`src/rtl/hpt_pkg.sv`:
```
package hpt_pkg;

  // Walk controller states
  typedef enum logic [2:0] {
    S_IDLE  = 3'd0,
    S_HREQ  = 3'd1,
    S_HCHK  = 3'd2,
    S_EREQ  = 3'd3,
    S_ECHK  = 3'd4
  } walk_state_t;

endpackage

```
`src/rtl/hpt_bucket_hash.sv`:
```
module hpt_bucket_hash #(
  parameter int PN_W   = 20,
  parameter int HASH_W = 10
) (
  input  logic [PN_W-1:0]   page,
  output logic [HASH_W-1:0] bucket
);
  localparam int NCH = (PN_W + HASH_W - 1) / HASH_W;

  logic [NCH*HASH_W-1:0] padded;
  logic [HASH_W-1:0]     fold [NCH];

  always_comb begin
    padded = '0;
    padded[PN_W-1:0] = page;
  end

  // XOR-fold the page number into HASH_W-bit chunks
  generate
    for (genvar c = 0; c < NCH; c++) begin : g_fold
      if (c == 0) begin : g_first
        assign fold[c] = padded[HASH_W-1:0];
      end else begin : g_next
        assign fold[c] = fold[c-1] ^ padded[c*HASH_W +: HASH_W];
      end
    end
  endgenerate

  assign bucket = fold[NCH-1];
endmodule

```
`src/rtl/hpt_hop_counter.sv`:
```
module hpt_hop_counter #(
  parameter int MAX_HOPS = 64
) (
  input  logic clk,
  input  logic rst,
  input  logic load_first,
  input  logic step,
  output logic at_limit
);
  localparam int CW = $clog2(MAX_HOPS + 1);

  logic [CW-1:0] count;

  always_ff @(posedge clk) begin
    if (rst)             count <= '0;
    else if (load_first) count <= CW'(1);
    else if (step)       count <= count + CW'(1);
  end

  assign at_limit = (count == CW'(MAX_HOPS));

  // the element count never passes the hop budget
  a_r6_hops_bounded: assert property (@(posedge clk) disable iff (rst)
    count <= CW'(MAX_HOPS));

  // no step is taken once the budget is reached
  a_r6_no_step_at_limit: assert property (@(posedge clk) disable iff (rst)
    at_limit |-> !step);
endmodule

```
`src/rtl/hpt_elem_match.sv`:
```
module hpt_elem_match #(
  parameter int PN_W    = 20,
  parameter int FRAME_W = 20,
  parameter int PTR_W   = 8,
  parameter int OFF_W   = 12
) (
  input  logic [PN_W+FRAME_W+PTR_W-1:0] elem,
  input  logic [PN_W-1:0]               page,
  input  logic [OFF_W-1:0]              offset,
  output logic                          tag_hit,
  output logic [PTR_W-1:0]              next_ptr,
  output logic                          next_null,
  output logic [FRAME_W+OFF_W-1:0]      phys
);
  logic [PN_W-1:0]    e_page;
  logic [FRAME_W-1:0] e_frame;

  assign {e_page, e_frame, next_ptr} = elem;
  assign tag_hit   = (e_page == page);
  assign next_null = (next_ptr == {PTR_W{1'b1}});
  assign phys      = {e_frame, offset};
endmodule

```
`src/rtl/hpt_chain_lookup.sv`:
```
module hpt_chain_lookup #(
  parameter int PN_W     = 20,
  parameter int OFF_W    = 12,
  parameter int HASH_W   = 10,
  parameter int FRAME_W  = 20,
  parameter int PTR_W    = 8,
  parameter int MAX_HOPS = 64,
  localparam int ELEM_W  = PN_W + FRAME_W + PTR_W,
  localparam int PA_W    = FRAME_W + OFF_W
) (
  input  logic              clk,
  input  logic              rst,
  input  logic              req_valid,
  input  logic [PN_W-1:0]   req_page,
  input  logic [OFF_W-1:0]  req_offset,
  output logic              busy,
  output logic [HASH_W-1:0] head_raddr,
  input  logic [PTR_W-1:0]  head_rdata,
  output logic [PTR_W-1:0]  elem_raddr,
  input  logic [ELEM_W-1:0] elem_rdata,
  output logic              done,
  output logic              hit,
  output logic              miss,
  output logic [PA_W-1:0]   phys_addr
);
  import hpt_pkg::*;

  localparam logic [PTR_W-1:0] NULL_PTR = {PTR_W{1'b1}};

  walk_state_t       state;
  logic [PN_W-1:0]   page_q;
  logic [OFF_W-1:0]  off_q;
  logic [HASH_W-1:0] bucket;
  logic              tag_hit, next_null, at_limit;
  logic [PTR_W-1:0]  next_ptr;
  logic [PA_W-1:0]   cand_phys;
  logic              head_null, load_first, step;

  hpt_bucket_hash #(.PN_W(PN_W), .HASH_W(HASH_W)) u_hash (
    .page   (req_page),
    .bucket (bucket)
  );

  hpt_elem_match #(.PN_W(PN_W), .FRAME_W(FRAME_W), .PTR_W(PTR_W), .OFF_W(OFF_W)) u_match (
    .elem      (elem_rdata),
    .page      (page_q),
    .offset    (off_q),
    .tag_hit   (tag_hit),
    .next_ptr  (next_ptr),
    .next_null (next_null),
    .phys      (cand_phys)
  );

  assign head_null  = (head_rdata == NULL_PTR);
  assign load_first = (state == S_HCHK) && !head_null;
  assign step       = (state == S_ECHK) && !tag_hit && !next_null && !at_limit;

  hpt_hop_counter #(.MAX_HOPS(MAX_HOPS)) u_hops (
    .clk        (clk),
    .rst        (rst),
    .load_first (load_first),
    .step       (step),
    .at_limit   (at_limit)
  );

  always_ff @(posedge clk) begin
    if (rst) begin
      state      <= S_IDLE;
      page_q     <= '0;
      off_q      <= '0;
      head_raddr <= '0;
      elem_raddr <= '0;
      busy       <= 1'b0;
      done       <= 1'b0;
      hit        <= 1'b0;
      miss       <= 1'b0;
      phys_addr  <= '0;
    end else begin
      done <= 1'b0;
      case (state)
        S_IDLE: begin
          if (req_valid) begin
            page_q     <= req_page;
            off_q      <= req_offset;
            head_raddr <= bucket;
            busy       <= 1'b1;
            state      <= S_HREQ;
          end
        end
        S_HREQ: state <= S_HCHK;
        S_HCHK: begin
          if (head_null) begin
            busy      <= 1'b0;
            done      <= 1'b1;
            hit       <= 1'b0;
            miss      <= 1'b1;
            phys_addr <= '0;
            state     <= S_IDLE;
          end else begin
            elem_raddr <= head_rdata;
            state      <= S_EREQ;
          end
        end
        S_EREQ: state <= S_ECHK;
        S_ECHK: begin
          if (tag_hit) begin
            busy      <= 1'b0;
            done      <= 1'b1;
            hit       <= 1'b1;
            miss      <= 1'b0;
            phys_addr <= cand_phys;
            state     <= S_IDLE;
          end else if (next_null || at_limit) begin
            busy      <= 1'b0;
            done      <= 1'b1;
            hit       <= 1'b0;
            miss      <= 1'b1;
            phys_addr <= '0;
            state     <= S_IDLE;
          end else begin
            elem_raddr <= next_ptr;
            state      <= S_EREQ;
          end
        end
        default: state <= S_IDLE;
      endcase
    end
  end

  // completion is a single-cycle pulse
  a_r9_done_pulse: assert property (@(posedge clk) disable iff (rst)
    done |=> !done);

  // exactly one outcome accompanies completion
  a_r9_one_outcome: assert property (@(posedge clk) disable iff (rst)
    done |-> (hit != miss));

  // busy falls exactly when done rises
  a_r9_busy_done: assert property (@(posedge clk) disable iff (rst)
    $fell(busy) |-> done);

  // a request seen while busy leaves the latched page untouched
  a_r7_ignore_busy: assert property (@(posedge clk) disable iff (rst)
    (busy && req_valid) |=> $stable(page_q));

  // a hit carries the latched offset in the low bits
  a_r3_offset_kept: assert property (@(posedge clk) disable iff (rst)
    (done && hit) |-> (phys_addr[OFF_W-1:0] == off_q));

  // a miss reports a zero address
  a_r9_miss_zero: assert property (@(posedge clk) disable iff (rst)
    (done && miss) |-> (phys_addr == '0));
endmodule

```
`config.mk`:
```
export PLATFORM = sky130hd
export DESIGN_NAME = hpt_chain_lookup
export DESIGN_NICKNAME = d
export VERILOG_FILES = /design/src/rtl/hpt_pkg.sv /design/src/rtl/hpt_bucket_hash.sv /design/src/rtl/hpt_hop_counter.sv /design/src/rtl/hpt_elem_match.sv /design/src/rtl/hpt_chain_lookup.sv
export SDC_FILE = /design/constraint.sdc
export NUM_CORES = 1
export LEC_CHECK = 0
export ABC_AREA = 0
export BUFFER_PORTS_ARGS = -buffer_cell sky130_fd_sc_hd__buf_2
export CAP_MARGIN = 0
export CORE_MARGIN = 2
export CORE_UTILIZATION = 49
export CTS_CLUSTER_SIZE = 12
export DETAILED_ROUTE_END_ITERATION = 10
export HOLD_SLACK_MARGIN = 0.08
export PLACE_DENSITY_LB_ADDON = 0.2
export SYNTH_ARGS = -nofsm -noshare
export SYNTH_HDL_FRONTEND = slang
export SYNTH_SLANG_ARGS = --single-unit
```
`constraint.sdc`:
```
create_clock -name clk -period 2.9 [get_ports clk]
set_clock_uncertainty 0.1 [all_clocks]
set_input_delay 0.435 -clock clk [delete_from_list [all_inputs] [get_ports clk]]
set_output_delay 0.435 -clock clk [all_outputs]
set_load 0.02 [all_outputs]
```
Word-level counts from Yosys, hierarchy flattened
Cells that the tools add are included.
- register bits after elaboration: 96
- input bits: 91
- output and inout port bits: 54
- word-level logic and storage cells: 76
- $add $sub $neg: 1
- equal/unequal tests: 14
- mux-type cells: 30
- bitwise logic cells: 1
- reductions and logical operators: 18
- operator list (cell ; count):
    two-way mux 32 bit ; 3
    one-hot mux 32 bit (2 select lines) ; 1
    two-way mux 8 bit ; 3
    equality test 20 bit ; 1
    equality test 8 bit, second input constant ; 2
    one-hot mux 8 bit (2 select lines) ; 1
    one-hot mux 3 bit (5 select lines) ; 1
    two-way mux 1 bit ; 13
    inequality test 2 bit, second input constant ; 5
    bitwise XOR 10 bit ; 1
    AND reduction 4 bit ; 2
    adder 7 x 1 -> 7 bit, second input constant ; 1
    equality test 7 bit, second input constant ; 1
    equality test 3 x 2 -> 1 bit, second input constant ; 2
    two-way mux 2 bit ; 3
    one-hot mux 1 bit (2 select lines) ; 3
    logical AND 1 bit ; 4
    zero test 1 bit ; 4
    nonzero test 2 bit ; 2
    equality test 3 x 1 -> 1 bit, second input constant ; 1
    equality test 3 bit, second input constant ; 1
    zero test 3 bit ; 1
    two-way mux 3 bit ; 1
    inequality test 3 x 2 -> 1 bit, second input constant ; 1
    6 further kinds ; 6

Logic depth before layout (Yosys ltp)
- depth after elaboration: 7
- depth in mapped cells: 9
- mapped depth without buffers: 8

By module
From an unflattened synthesis, not the netlist that was laid out.
- cell total of the unflattened synthesis: 524
- area, all modules: 4611.9 µm²
- by module, submodules not included (module ; instances ; cells each ; area each (µm²) ; seq. area each (µm²)):
    hpt_chain_lookup ; 1 ; 407 ; 3663.5 ; 1781.7
    hpt_elem_match ; 1 ; 70 ; 538.0 ; 0.0
    hpt_hop_counter ; 1 ; 37 ; 322.8 ; 140.1
    hpt_bucket_hash ; 1 ; 10 ; 87.6 ; 0.0

Worst setup path before layout
Ideal clock, no wire load.
- path type: register to register
- start point: register u_hops.count[0]
- end point: register phys_addr[23]
- library setup time: 0.117 ns
- arrival: 1.953 ns
- data required time: 2.683 ns
- slack: 0.731 ns
- stages on the path, launching flop included: 10
- path buffers: 1
- clock period less this slack: 2.169 ns
- cells stage by stage: dfxtp_1 inv_1 ha_1 or4b_1 nor3b_2 o21ai_2 nor3_4 nor3_2 buf_6 a22o_1
- longest elaborated chain between the ends: 4
- ends and longest elaborated chain (item ; RTL line ; text):
    start, declared ; hpt_hop_counter.sv:12 ; logic [CW-1:0] count;
    start signal, assigned ; hpt_hop_counter.sv:17 ; else if (step) count <= count + CW'(1);
    equality test 7 bit ; hpt_hop_counter.sv:20 ; assign at_limit = (count == CW'(MAX_HOPS));
    logical OR 1 bit ; hpt_chain_lookup.sv:113 ; end else if (next_null || at_limit) begin
    inequality test 3 x 2 -> 1 bit (no source line) ; -- ;
    AND reduction 3 bit (no source line) ; -- ;
    end signal, assigned ; hpt_chain_lookup.sv:111 ; phys_addr <= cand_phys;
    end, declared ; hpt_chain_lookup.sv:24 ; output logic [PA_W-1:0] phys_addr
Every way passes these cells.
A chain may end at the register's enable or synchronous reset.

Final worst setup path
- start point: register u_hops.count[0]
- end point: register phys_addr[1]
The elaborated chain is that of the path after synthesis.

==> key figures <==
Run status
  – Status: completed

Finish
  – Most common cell after layout, fill and taps aside: buf_2
  – Final core occ: 0.631
  – Commonest cells after routing, fill and taps aside: buf_2 (144), nand2_1 (96), dfxtp_1 (96), a21oi_1 (36), a22o_1 (29)
  – Filler cell count: 689
  – Area Overhead vs Synth: 26.2%
  – Layout Nets: 647
  – Share of post-route cells with drive strength above 1: 0.327
  – Diode count: 0

Logic synthesis
  – Adder-Cell Fraction of Synth Area: 0.00654
  – Flops & latches, synth: 96
  – Mapped Nets: 507
  – Syn Std Cell Area: 3820 um2
  – Distinct cells, synth: 44
  – Synth Area in Compound Gates: 0.171
  – Main combinational cell family by area after synthesis: simple AND/OR/NAND/NOR gates
  – Synth Area in Simple Gates: 0.190
  – Post-Synth XOR/XNOR Area: 0.0733
  – Synthesized area per cell: 9.24 um2
  – Post-synthesis mux area share: 0.0209
  – Sequential element share of the synthesized area: 0.502
  – Synth warnings: 0
  – Post-Synthesis Cells: 414

Critical path
  – Worst EP required: 3.06 ns
  – Maximum fanout along the worst path: 33
  – Setup CP Type: flip-flop to flip-flop
  – Worst r2r dst: phys_addr[1]
  – Worst R2R Path Depth: 9
  – Crit path launch type: flip-flop
  – CP arrival: 2.60 ns
  – Origin of the critical flop-to-flop path: u_hops.count[0]
  – R2r setup slk: 0.46 ns
  – Critical Path End Type: flip-flop

Worst hold path
  – Min-delay src: elem_rdata[16]
  – WHS Endpoint: phys_addr[20]
  – WHS Path Cells: 2
  – Hold WC Path Type: input port to flip-flop

Clocking
  – Clk root buf: clkbuf_8
  – Clock sink count: 96
  – Post-CTS sizing: 0
  – CTS tree: done
  – H-Tree Depth: 3
  – Max Buffers Root-to-Sink: 2
  – Setup Fix Bufs, Post-CTS: 0
  – Worst skew pair latency: 0.36 ns
  – Num CTS Buffers: 9
  – Post-CTS Hold Buffers: 0
  – Clock Pin Slew Worst Setup and Hold Paths: 0.10 ns

Placed design
  – DP Wirelength: 6110 um
  – GP Congestion: 0.772
  – Setup WS pre-CTS: 0.472 ns
  – # port buffers: 144

STA
  – Worst Tran Pin Value: 0.616 ns
  – Final Cycle Share: 0.841
  – Final worst slack: 0.462 ns
  – Minimum clock period: 2.44 ns
  – Fmax: 410 MHz
  – Hold_ws: 0.174 ns
  – Fin. Hold Viols: 0
  – Setup_tns: 0 ns
  – Unrepaired setup endpoints after global routing: no
  – Final setup vio count: 0
  – Final Slew Violations: 0
  – Rel. slew slack: 0.589

Global routing
  – GRT Total Usage: 0.202
  – Initial antenna violation count: 0
  – GRT overflow: 0
  – Largest net degree at the start of global routing: 54
  – Global-route wire length before repair: 13900 um
  – Vias in the first global route: 3143

Power
  – Static leakage power: 2.27 nW
  – Worst vdd ir: 0.392 mV
  – Pwr dens: 575 nW/um2

Routing
  – Routed Antenna Nets: 0
  – Mean routed wirelength per cell: 12.9 um
  – Via density: 5.04
  – Initial drt markers: 105
  – Routed vias: 3329
  – DRC violations left: 0
  – DRT Pass-1 Iters: 5
  – Routed Wire Length: 8530 um

Die
  – Boundary Pins: 145
  – Core Rows: 32
  – Die Area: 8530 um2
  – CORE AREA: 7650 um2
  – Die width: 92.4 um
  – Die height: 92.4 um
  – Initial Util: 0.500

Job
  – Max-Cap Viols: 0
## worst max-delay path, stage by stage (launching register included)
cell and delay, ns:
dfxtp_1 0.32, inv_1 0.10, ha_1 0.15, or4b_1 0.46, nor3b_2 0.24, o21ai_2 0.14
nor3_4 0.28, nor3_4 0.05, buf_4 0.26, a22o_2 0.24
## flip-flops by register name, indices dropped and copies added, names as in the netlist
name,cells
done,1
busy,1
phys_addr,32
state,3
page_q,20
hit,1
elem_raddr,8
miss,1
off_q,12
u_hops.count,7
head_raddr,10
## power by group
group / internal (mW) / switching (mW) / total, mW
Combinational: 0.192 / 0.276 / 0.467
Clock: 0.356 / 0.504 / 0.860
Sequential: 1.40 / 0.0501 / 1.45
Total: 1.95 / 0.830 / 2.78
## routing by layer
| metal | GRT usage | up-vias | part of all wire | wire length [um] |
|---|---|---|---|---|
| li1 | - | 1708 | - | - |
| met1 | 0.245 | 1512 | 0.45 | 3800 |
| met2 | 0.342 | 98 | 0.47 | 4010 |
| met3 | 0.0537 | 11 | 0.068 | 583 |
| met4 | 0.0771 | 0 | 0.015 | 131 |
| met5 | 0 | - | 0 | 0 |
## final cells by class
class | instances | area [um2] | area share
multi-input cells | 291 | 1780 | 0.368
well taps | 102 | 128 | 0.0264
clock buffers | 10 | 138 | 0.0285
flip-flops and latches | 96 | 1920 | 0.398
repair buffers | 153 | 788 | 0.163
clock inverters | 6 | 61.3 | 0.0127
inverters | 3 | 11.3 | 0.00233
## cells in the mapped netlist (all sizes together)
cell type  count  share of area
nand4          5         0.0082
nor4           6          0.014
o21bai         1         0.0020
nor3b          2         0.0082
or3            2         0.0033
or3b           1         0.0023
clkbuf        16          0.016
xnor2         12          0.027
or4b           1         0.0026
nor4bb         1         0.0026
ha             2         0.0065
buf            8          0.018
inv            3         0.0029
nor3           4         0.0095
o31ai          1         0.0056
nand2         96          0.094
o21a           1         0.0020
o21ai          6         0.0088
dfxtp         96           0.50
a22o          32          0.074
xor2          20          0.046
a21o           1         0.0020
or2            1         0.0016
o211ai         4         0.0079
a21oi         36          0.047
nand2b         2         0.0033
nor2b          1         0.0016
nand3          4         0.0052
or4            3         0.0062
mux2i          8          0.021
nor2          26          0.026
a31oi          1         0.0016
and3           1         0.0016
a211oi        10          0.020
## how the worst max path moves through the flow
stage | from | endpoint | slack, ns | cells past startpoint
floorplan | u_hops.count[0] | phys_addr[23] | 0.73 | 9
global placement | u_hops.count[0] | phys_addr[0] | 0.54 | 9
detailed placement | u_hops.count[0] | phys_addr[0] | 0.47 | 9
CTS | u_hops.count[0] | phys_addr[1] | 0.46 | 9
global route | state[2] | u_hops.count[3] | 0.34 | 7
finish | u_hops.count[0] | phys_addr[1] | 0.46 | 9
## per-stage QoR
stage | power, mW | cell area [um2] | instances
6_report | 2.78 | 4830 | 661
5_1_grt | 2.91 | 4830 | 661
4_1_cts | 2.80 | 4830 | 661
3_5_place_dp | 1.95 | 4630 | 645
3_3_place_gp | 1.94 | 4630 | 645
2_1_floorplan | 1.79 | 3820 | 414
## cell families after synthesis
family          after synthesis
compound gates               93
xor+xnor                     32
fa+ha+maj                     2
buf+inv                      27
flops                        96
mux                           8
simple gates                156
Note: power is estimated with default switching activity, not from simulation.
